## config.mk

```make
export PLATFORM = sky130hd
export DESIGN_NAME = irq_fiq_ctrl
export DESIGN_NICKNAME = d
export VERILOG_FILES = /design/src/rtl/intc_pkg.sv /design/src/rtl/intc_regfile.sv /design/src/rtl/intc_vector_find.sv /design/src/rtl/irq_fiq_ctrl.sv
export SDC_FILE = /design/constraint.sdc
export NUM_CORES = 2
export LEC_CHECK = 0
export BUFFER_PORTS_ARGS = -buffer_cell sky130_fd_sc_hd__clkbuf_2
export CAP_MARGIN = 0
export CELL_PAD_IN_SITES_DETAIL_PLACEMENT = 0
export CELL_PAD_IN_SITES_GLOBAL_PLACEMENT = 2
export CORE_UTILIZATION = 38
export CTS_CLUSTER_SIZE = 24
export DETAILED_ROUTE_END_ITERATION = 12
export PLACE_DENSITY = 0.83
export SLEW_MARGIN = 25
export SYNTH_ARGS = -nofsm -noshare
export SYNTH_HDL_FRONTEND = slang
export SYNTH_HIERARCHICAL = 1
export SYNTH_SLANG_ARGS = --single-unit
```

## constraint.sdc

```tcl
create_clock -name clk -period 5.9 [get_ports clk]
set_clock_uncertainty 0.2 [all_clocks]
set_input_delay 1.475 -clock clk [delete_from_list [all_inputs] [get_ports clk]]
set_output_delay 1.475 -clock clk [all_outputs]
set_load 0.05 [all_outputs]
```

## src/rtl/intc_pkg.sv

```systemverilog
// Shared address-decode constants for the interrupt controller.
// Assumes word-wide registers and at most four banks per group.
package intc_pkg;
    localparam int GRP_SCALAR = 0;  // vector, base, protect, nmi
    localparam int GRP_PEND   = 1;
    localparam int GRP_FIQP   = 2;
    localparam int GRP_SEL    = 3;
    localparam int GRP_EN     = 4;
    localparam int GRP_MASK   = 5;

    localparam int SC_VECTOR  = 0;
    localparam int SC_BASE    = 1;
    localparam int SC_PROT    = 2;
    localparam int SC_NMI     = 3;
endpackage

```

## src/rtl/intc_regfile.sv

```systemverilog
// Writable storage for the controller: select, enable, mask and
// fast-pending banks, plus the base, protect and NMI words.
// Assumes NUM_BANKS <= 4, since the bank index comes from addr[3:2].
module intc_regfile
    import intc_pkg::*;
#(
    parameter int NUM_BANKS = 3,
    parameter int BANK_W    = 32,
    parameter int ADDR_W    = 10
) (
    input  logic                        clk,
    input  logic                        rst_n,
    input  logic                        wr_en,
    input  logic [ADDR_W-1:0]           addr,
    input  logic [BANK_W-1:0]           wdata,
    output logic [NUM_BANKS*BANK_W-1:0] sel_o,
    output logic [NUM_BANKS*BANK_W-1:0] en_o,
    output logic [NUM_BANKS*BANK_W-1:0] mask_o,
    output logic [NUM_BANKS*BANK_W-1:0] fiqp_o,
    output logic [BANK_W-1:0]           base_o,
    output logic [BANK_W-1:0]           prot_o,
    output logic [BANK_W-1:0]           nmi_o
);
    localparam int GRP_W = ADDR_W - 4;

    logic [GRP_W-1:0] grp;
    logic [1:0]       bidx;
    logic             word_ok;

    // Split the address into group, bank index and alignment.
    always_comb begin
        grp     = addr[ADDR_W-1:4];
        bidx    = addr[3:2];
        word_ok = (addr[1:0] == 2'b00);
    end

    for (genvar b = 0; b < NUM_BANKS; b++) begin : g_bank
        logic [BANK_W-1:0] sel_q, en_q, mask_q, fiqp_q;
        logic              hit;

        assign hit = wr_en && word_ok && (bidx == 2'(b));

        // Update one bank of each writable group.
        always_ff @(posedge clk) begin
            if (!rst_n) begin
                sel_q  <= '0;
                en_q   <= '0;
                mask_q <= '0;
                fiqp_q <= '0;
            end else if (hit) begin
                if (grp == GRP_W'(GRP_SEL))  sel_q  <= wdata;
                if (grp == GRP_W'(GRP_EN))   en_q   <= wdata;
                if (grp == GRP_W'(GRP_MASK)) mask_q <= wdata;
                if (grp == GRP_W'(GRP_FIQP)) fiqp_q <= fiqp_q & ~wdata;
            end
        end

        assign sel_o [b*BANK_W +: BANK_W] = sel_q;
        assign en_o  [b*BANK_W +: BANK_W] = en_q;
        assign mask_o[b*BANK_W +: BANK_W] = mask_q;
        assign fiqp_o[b*BANK_W +: BANK_W] = fiqp_q;


        fiqp_no_set_chk: assert property (@(posedge clk) disable iff (!rst_n)
            1'b1 |=> ((fiqp_q & ~$past(fiqp_q)) == '0));
    end

    logic [BANK_W-1:0] base_q, prot_q, nmi_q;
    logic              sc_hit;

    assign sc_hit = wr_en && word_ok && (grp == GRP_W'(GRP_SCALAR));

    // Update the scalar words; the vector slot is read-only.
    always_ff @(posedge clk) begin
        if (!rst_n) begin
            base_q <= '0;
            prot_q <= '0;
            nmi_q  <= '0;
        end else if (sc_hit) begin
            if (bidx == 2'(SC_BASE)) base_q <= {wdata[BANK_W-1:2], 2'b00};
            if (bidx == 2'(SC_PROT)) prot_q <= wdata;
            if (bidx == 2'(SC_NMI))  nmi_q  <= wdata;
        end
    end

    assign base_o = base_q;
    assign prot_o = prot_q;
    assign nmi_o  = nmi_q;


    base_align_chk: assert property (@(posedge clk) disable iff (!rst_n)
        sc_hit && (bidx == 2'(SC_BASE)) |=> (base_o[1:0] == 2'b00));
endmodule

```

## src/rtl/intc_vector_find.sv

```systemverilog
// Finds the lowest-numbered set bit across all banks and turns it into a
// byte offset ((32*bank + bit) * 4). Outputs zero when nothing is set.
// Purely combinational; assumes BANK_W is a power of two.
module intc_vector_find #(
    parameter int NUM_BANKS = 3,
    parameter int BANK_W    = 32
) (
    input  logic [NUM_BANKS*BANK_W-1:0] active_i,
    output logic                        any_o,
    output logic [BANK_W-1:0]           vec_o
);
    localparam int LO_W = $clog2(BANK_W);

    logic [NUM_BANKS*LO_W-1:0] lo_flat;
    logic [NUM_BANKS-1:0]      hit_v;

    for (genvar b = 0; b < NUM_BANKS; b++) begin : g_scan
        logic [LO_W-1:0] lo;
        logic            hit;

        // Lowest set bit inside this bank.
        always_comb begin
            lo  = '0;
            hit = 1'b0;
            for (int i = BANK_W - 1; i >= 0; i--) begin
                if (active_i[b*BANK_W + i]) begin
                    lo  = LO_W'(i);
                    hit = 1'b1;
                end
            end
        end

        assign lo_flat[b*LO_W +: LO_W] = lo;
        assign hit_v[b]                = hit;
    end

    // First bank with a hit, scanning upward from bank 0.
    always_comb begin
        vec_o = '0;
        for (int b = NUM_BANKS - 1; b >= 0; b--) begin
            if (hit_v[b]) begin
                vec_o = BANK_W'((b * BANK_W + int'(lo_flat[b*LO_W +: LO_W])) * 4);
            end
        end
        any_o = |hit_v;
    end
endmodule

```

## src/rtl/irq_fiq_ctrl.sv

```systemverilog
// Top of the interrupt controller. Samples the source levels into the
// pending banks, forms the IRQ and FIQ requests and the vector, and serves
// register reads. Requests react one clock after a source or register change.
module irq_fiq_ctrl
    import intc_pkg::*;
#(
    parameter int NUM_BANKS = 3,
    parameter int BANK_W    = 32,
    parameter int ADDR_W    = 10
) (
    input  logic                        clk,
    input  logic                        rst_n,
    input  logic [ADDR_W-1:0]           reg_addr,
    input  logic                        reg_wr,
    input  logic [BANK_W-1:0]           reg_wdata,
    input  logic                        reg_rd,
    output logic [BANK_W-1:0]           reg_rdata,
    input  logic [NUM_BANKS*BANK_W-1:0] src_level,
    output logic                        irq_req,
    output logic                        fiq_req
);
    localparam int NUM_SRC = NUM_BANKS * BANK_W;
    localparam int IDX_W   = $clog2(NUM_SRC);
    localparam int GRP_W   = ADDR_W - 4;

    logic [NUM_SRC-1:0] pend_q, sel_w, en_w, mask_w, fiqp_w, active;
    logic [BANK_W-1:0]  base_w, prot_w, nmi_w, vec_w;
    logic               any_w;

    // Copy source levels into the pending banks every cycle.
    always_ff @(posedge clk) begin
        if (!rst_n) pend_q <= '0;
        else        pend_q <= src_level;
    end

    intc_regfile #(.NUM_BANKS(NUM_BANKS), .BANK_W(BANK_W), .ADDR_W(ADDR_W)) u_regs (
        .clk    (clk),
        .rst_n  (rst_n),
        .wr_en  (reg_wr),
        .addr   (reg_addr),
        .wdata  (reg_wdata),
        .sel_o  (sel_w),
        .en_o   (en_w),
        .mask_o (mask_w),
        .fiqp_o (fiqp_w),
        .base_o (base_w),
        .prot_o (prot_w),
        .nmi_o  (nmi_w)
    );

    assign active = pend_q & ~mask_w;

    intc_vector_find #(.NUM_BANKS(NUM_BANKS), .BANK_W(BANK_W)) u_find (
        .active_i (active),
        .any_o    (any_w),
        .vec_o    (vec_w)
    );

    // Request lines from the unmasked pending set.
    always_comb begin
        irq_req = any_w;
        fiq_req = |(active & sel_w);
    end

    logic [GRP_W-1:0] rgrp;
    logic [1:0]       rbidx;

    // Read mux: scalar words by index, banks by group and bank index.
    always_comb begin
        rgrp      = reg_addr[ADDR_W-1:4];
        rbidx     = reg_addr[3:2];
        reg_rdata = '0;
        if (reg_rd && reg_addr[1:0] == 2'b00) begin
            if (rgrp == GRP_W'(GRP_SCALAR)) begin
                case (rbidx)
                    2'(SC_VECTOR): reg_rdata = vec_w;
                    2'(SC_BASE):   reg_rdata = base_w;
                    2'(SC_PROT):   reg_rdata = prot_w;
                    default:       reg_rdata = nmi_w;
                endcase
            end
            for (int b = 0; b < NUM_BANKS; b++) begin
                if (rbidx == 2'(b)) begin
                    if (rgrp == GRP_W'(GRP_PEND)) reg_rdata = pend_q[b*BANK_W +: BANK_W];
                    if (rgrp == GRP_W'(GRP_FIQP)) reg_rdata = fiqp_w[b*BANK_W +: BANK_W];
                    if (rgrp == GRP_W'(GRP_SEL))  reg_rdata = sel_w [b*BANK_W +: BANK_W];
                    if (rgrp == GRP_W'(GRP_EN))   reg_rdata = en_w  [b*BANK_W +: BANK_W];
                    if (rgrp == GRP_W'(GRP_MASK)) reg_rdata = mask_w[b*BANK_W +: BANK_W];
                end
            end
        end
    end


    pend_track_chk: assert property (@(posedge clk) disable iff (!rst_n)
        1'b1 |=> (pend_q == $past(src_level)));


    fiq_needs_irq_chk: assert property (@(posedge clk) disable iff (!rst_n)
        fiq_req |-> irq_req);


    vec_idle_chk: assert property (@(posedge clk) disable iff (!rst_n)
        !irq_req |-> (vec_w == '0));


    vec_points_active_chk: assert property (@(posedge clk) disable iff (!rst_n)
        irq_req |-> active[vec_w[2 +: IDX_W]]);
endmodule

```

==> impl_summary.md <==
Run status
The run finished, with violations left. The checks that failed: setup timing.

Detailed routing
After detailed routing, the number of remaining DRC violations is 0. The detailed router finished its first iteration with 4206 violations. The overall via count from detail_route is 28500. Before antenna repair, the detailed router went through 9 iterations. The mean number of vias per cell is 6.31. In the final routed layout, each cell accounts on average for 34.4 um. The wire length reported by the detailed router is 156000 um. In this run the remaining antenna-violating nets after routing total 0.

Clock tree
The H-tree was split into 3 levels. The hold-fix buffer count after cts is 0. For this design, the sink count on the clock tree is 574. TritonCTS built the clock tree. The clock passes through at most 3 buffers.

The number of CTS-inserted buffers is 68. The clock-pin slew on the worst setup and hold paths is 0.06 ns. The tree is rooted in a sky130_fd_sc_hd__clkbuf_16. The clock latency on the worst-skew pair is 0.61 ns.

Floorplanning
From bottom edge to top edge, the die measures 275 um. The initial utilization of the core area, before any placement, comes to 38.7%. The standard cell core area is 0.0735 sq mm.

The width of the die is 275 um. For this design the top-level I/O count stands at 176. The area of the die is 0.0759 sq mm. After floorplanning, the core was divided into 99 placement rows.

Critical path
The start of the worst register-to-register path is u_regs/g_bank[1].sel_q[1]. The signal on the critical path passes through nor2b_4, or4_4, nand4b_1, buf_4, nor3_4, buf_6, nor3_2, o41ai_2, o211ai_1, buf_4, mux4_2, a222oi_1, nand2_1, a21oi_2, o32ai_4, buf_12. The signal arrival time at the worst endpoint is 4.40 ns. The cell that appears most often on the critical path is sky130_fd_sc_hd__buf_4. Across all register-to-register paths, the minimum setup slack is 4.75 ns.

The worst-case reg-to-reg path depth is 2. The required time reported for the critical path endpoint is 4.22 ns. The maximum fanout count along the critical path is 3. The worst setup path is of the register to output pin kind. The worst setup path is launched from a register. The kind of end point of the critical path is an output pin. On the critical path, the stage with the largest delay is an instance of sky130_fd_sc_hd__or4_4.

The capture instance of the worst register-to-register path is u_regs/g_bank[1].sel_q[1]. The delay of the slowest critical-path stage is 0.56 ns.

Global routing
The total track usage is 40.1%. The via count of the first global-routing pass is 26900. The largest net degree at the start of global routing is 92.

The number of antenna violations at the first check in global routing is 5. For this run the aggregate overflow at the end of global routing stands at 0. The global-route wire length before repair is 213000 um.

Timing
The share of the cycle needed by the critical path after routing is 103%. The sum of negative setup slack is -0.336 ns. The final number of hold-violating endpoints is 0. The worst pin sits at a relative slew slack of 33.0%. The final max-slew violation count came to 0. In the post-route analysis, the smallest setup slack over all paths is -0.171 ns. Static timing analysis puts the maximum clock frequency at 165 MHz. The clock period minus final worst setup slack is 6.07 ns. Setup repair after global routing could not meet its margin everywhere.

For the pin with the worst max-slew slack, the measured transition is 1.01 ns. The number of setup violations in the final report is 6.

Yosys
After synthesis, the netlist uses 92 different library cells. The synthesized design contains 574 register bits. For this run, asynchronously set or reset flops after synthesis account for 0%. The yosys synthesis warning count is 6. In the synthesized netlist the dominant register cell turns out to be sky130_fd_sc_hd__dfxtp_1. The share of the yosys chip area belonging to registers is 40.4%. Averaged over all synthesized cells, the footprint is 8.83 sq um. The post-synthesis instance area is 0.0284 sq mm. The synthesized netlist cell count is 3217.

The number of flops mapped to enable cells by yosys is 0.

Power
The internal power of the cells totals 6760 uW. For this design the static power due to leakage is 0.0156 uW. IR analysis of the VDD net gives a maximum drop of 0.212 mV.

The switching fraction of total power is 27.1%. The ratio of total power to cell area is 266 mW/mm^2. The sequential share of power is 42.6%. The relative contribution of combinational cells to total power is 10.1%. Of the total power, the clock network draws 47.3%. Summed over all nets, the switching power comes to 2510 uW.

Final layout
The library cells used most frequently in the layout, excluding fill and tap cells, are 604 x sky130_fd_sc_hd__nand2_1, 559 x sky130_fd_sc_hd__dfxtp_1, 434 x sky130_fd_sc_hd__mux2i_1. The commonest non-fill, non-tap cell in the layout is sky130_fd_sc_hd__nand2_1. The number of non-filler instances in the completed layout is 4526. The area added between synthesis and finish is 22.6%. The number of nets at the end of the flow is 3654. The ratio of cells with drive above 1 in the final layout is 21.7%.

Min path
The worst hold path terminates at u_regs/g_bank[2].fiqp_q[14]. The startpoint identified for the worst hold timing path is u_regs/g_bank[2].fiqp_q[14]. The worst min-delay path category is register to register.

The number of stages on the worst hold path is 2.

Placed design
After detailed placement, the design holds a cell count of 4396. Summed over all nets, the half-perimeter wirelength after detailed placement is 114000 um. The routability congestion estimate from global placement is 1.09. Buffers placed on the I/O ports in this run total 175.

Flow run
Across the run, the number of max-cap violations was 0.
==> worst max-delay path by stage <==
stage / startpoint / end / cells after the start
floorplan: reg_addr[9] / reg_rdata[13] / 8
global placement: pend_q[17] / reg_rdata[3] / 16
detailed placement: reg_addr[5] / reg_rdata[3] / 12
CTS: pend_q[83] / reg_rdata[4] / 16
global route: pend_q[57] / reg_rdata[4] / 16
finish: pend_q[26] / reg_rdata[3] / 16
==> sequential cells by signal, indices dropped and copies added, names as in the netlist <==
signal and cells:
u_regs/base_o 30, u_regs/g_bank.mask_q 96, u_regs/prot_o 32, u_regs/g_bank.sel_q 96, u_regs/nmi_o 32, pend_q 96, u_regs/g_bank.fiqp_q 96, u_regs/g_bank.en_q 96
==> Yosys cell counts, drive strengths merged (32+ instances only) <==
cell type  count  area share, %
a21oi        230            4.1
a221o         33            1.2
a22oi         65            1.7
a31oi         41           0.90
and2         105            2.3
buf          144            3.0
clkbuf       142            1.9
dfxtp        574             40
mux2i        434             15
mux4          32            2.5
nand2        608            8.1
nor2         104            1.5
nor2b        104            2.3
nor3          38           0.76
nor4          38           0.96
o21ai         76            1.3
o22ai         55            1.2
==> layout make-up <==
class	count	area [sq um]
diodes	3	7.51
clock buffers	88	1920
clock inverters	34	365
fillers	7079	38600
inverters	30	113
multi-input cells	2352	16000
flip-flops and latches	574	11500
well taps	959	1200
repair buffers	486	3680
==> stage by stage <==
step	setup WS [ns]	total power [uW]	hold WS (ns)	instance area [sq um]	util [%]
after floorplan	0.00979	4440	0.207	28500	-
after global placement	-0.282	4900	0.218	32000	43.5
after detailed placement	-0.0215	4890	0.220	32000	43.5
after CTS	-0.0819	9250	0.232	34700	47.2
after global routing	-0.240	9460	0.242	34800	47.4
final	-0.171	9260	0.232	34800	47.4
==> critical path, delay by kind of cell, from the launching register on <==
family | cells | cell delay [ns]
buffers and inverters | 4 | 0.71
multiplexers | 1 | 0.46
AO/OA/AOI/OAI | 5 | 0.88
flip-flops | 1 | 0.37
AND/OR/NAND/NOR | 6 | 1.31
==> what timing repair did <==
action	in CTS	in global routing
pin swaps	22	13
setup buffers	5	1
endpoints found under the hold margin	0	0
endpoints found under the setup margin	7	12
gates resized for setup	81	43
==> power by group through the flow <==
stage	Clock, uW	Sequential [uW]	Combinational (uW)
final	4380	3950	936
after global routing	4560	3950	956
after floorplan	0	4010	432
after global placement	0	4030	862
after detailed placement	0	4030	862
after CTS	4410	3950	892
==> logic make-up after synthesis <==
family / synth area share (%)
buf+inv: 5.31
other cells: 0.0264
mux: 18.6
simple gates: 19.2
xor+xnor: 0.0308
compound gates: 16.4
flops: 40.4
==> routing by layer <==
| metal | vias up | global-route usage, % | share of wire [%] |
|---|---|---|---|
| met5 | - | 0 | 0.0084 |
| met2 | 1850 | 57.4 | 41 |
| met3 | 368 | 8.56 | 11 |
| met1 | 14300 | 58.0 | 44 |
| li1 | 12100 | - | - |
| met4 | 2 | 15.9 | 4.4 |
(Power assumes the default switching activity.)
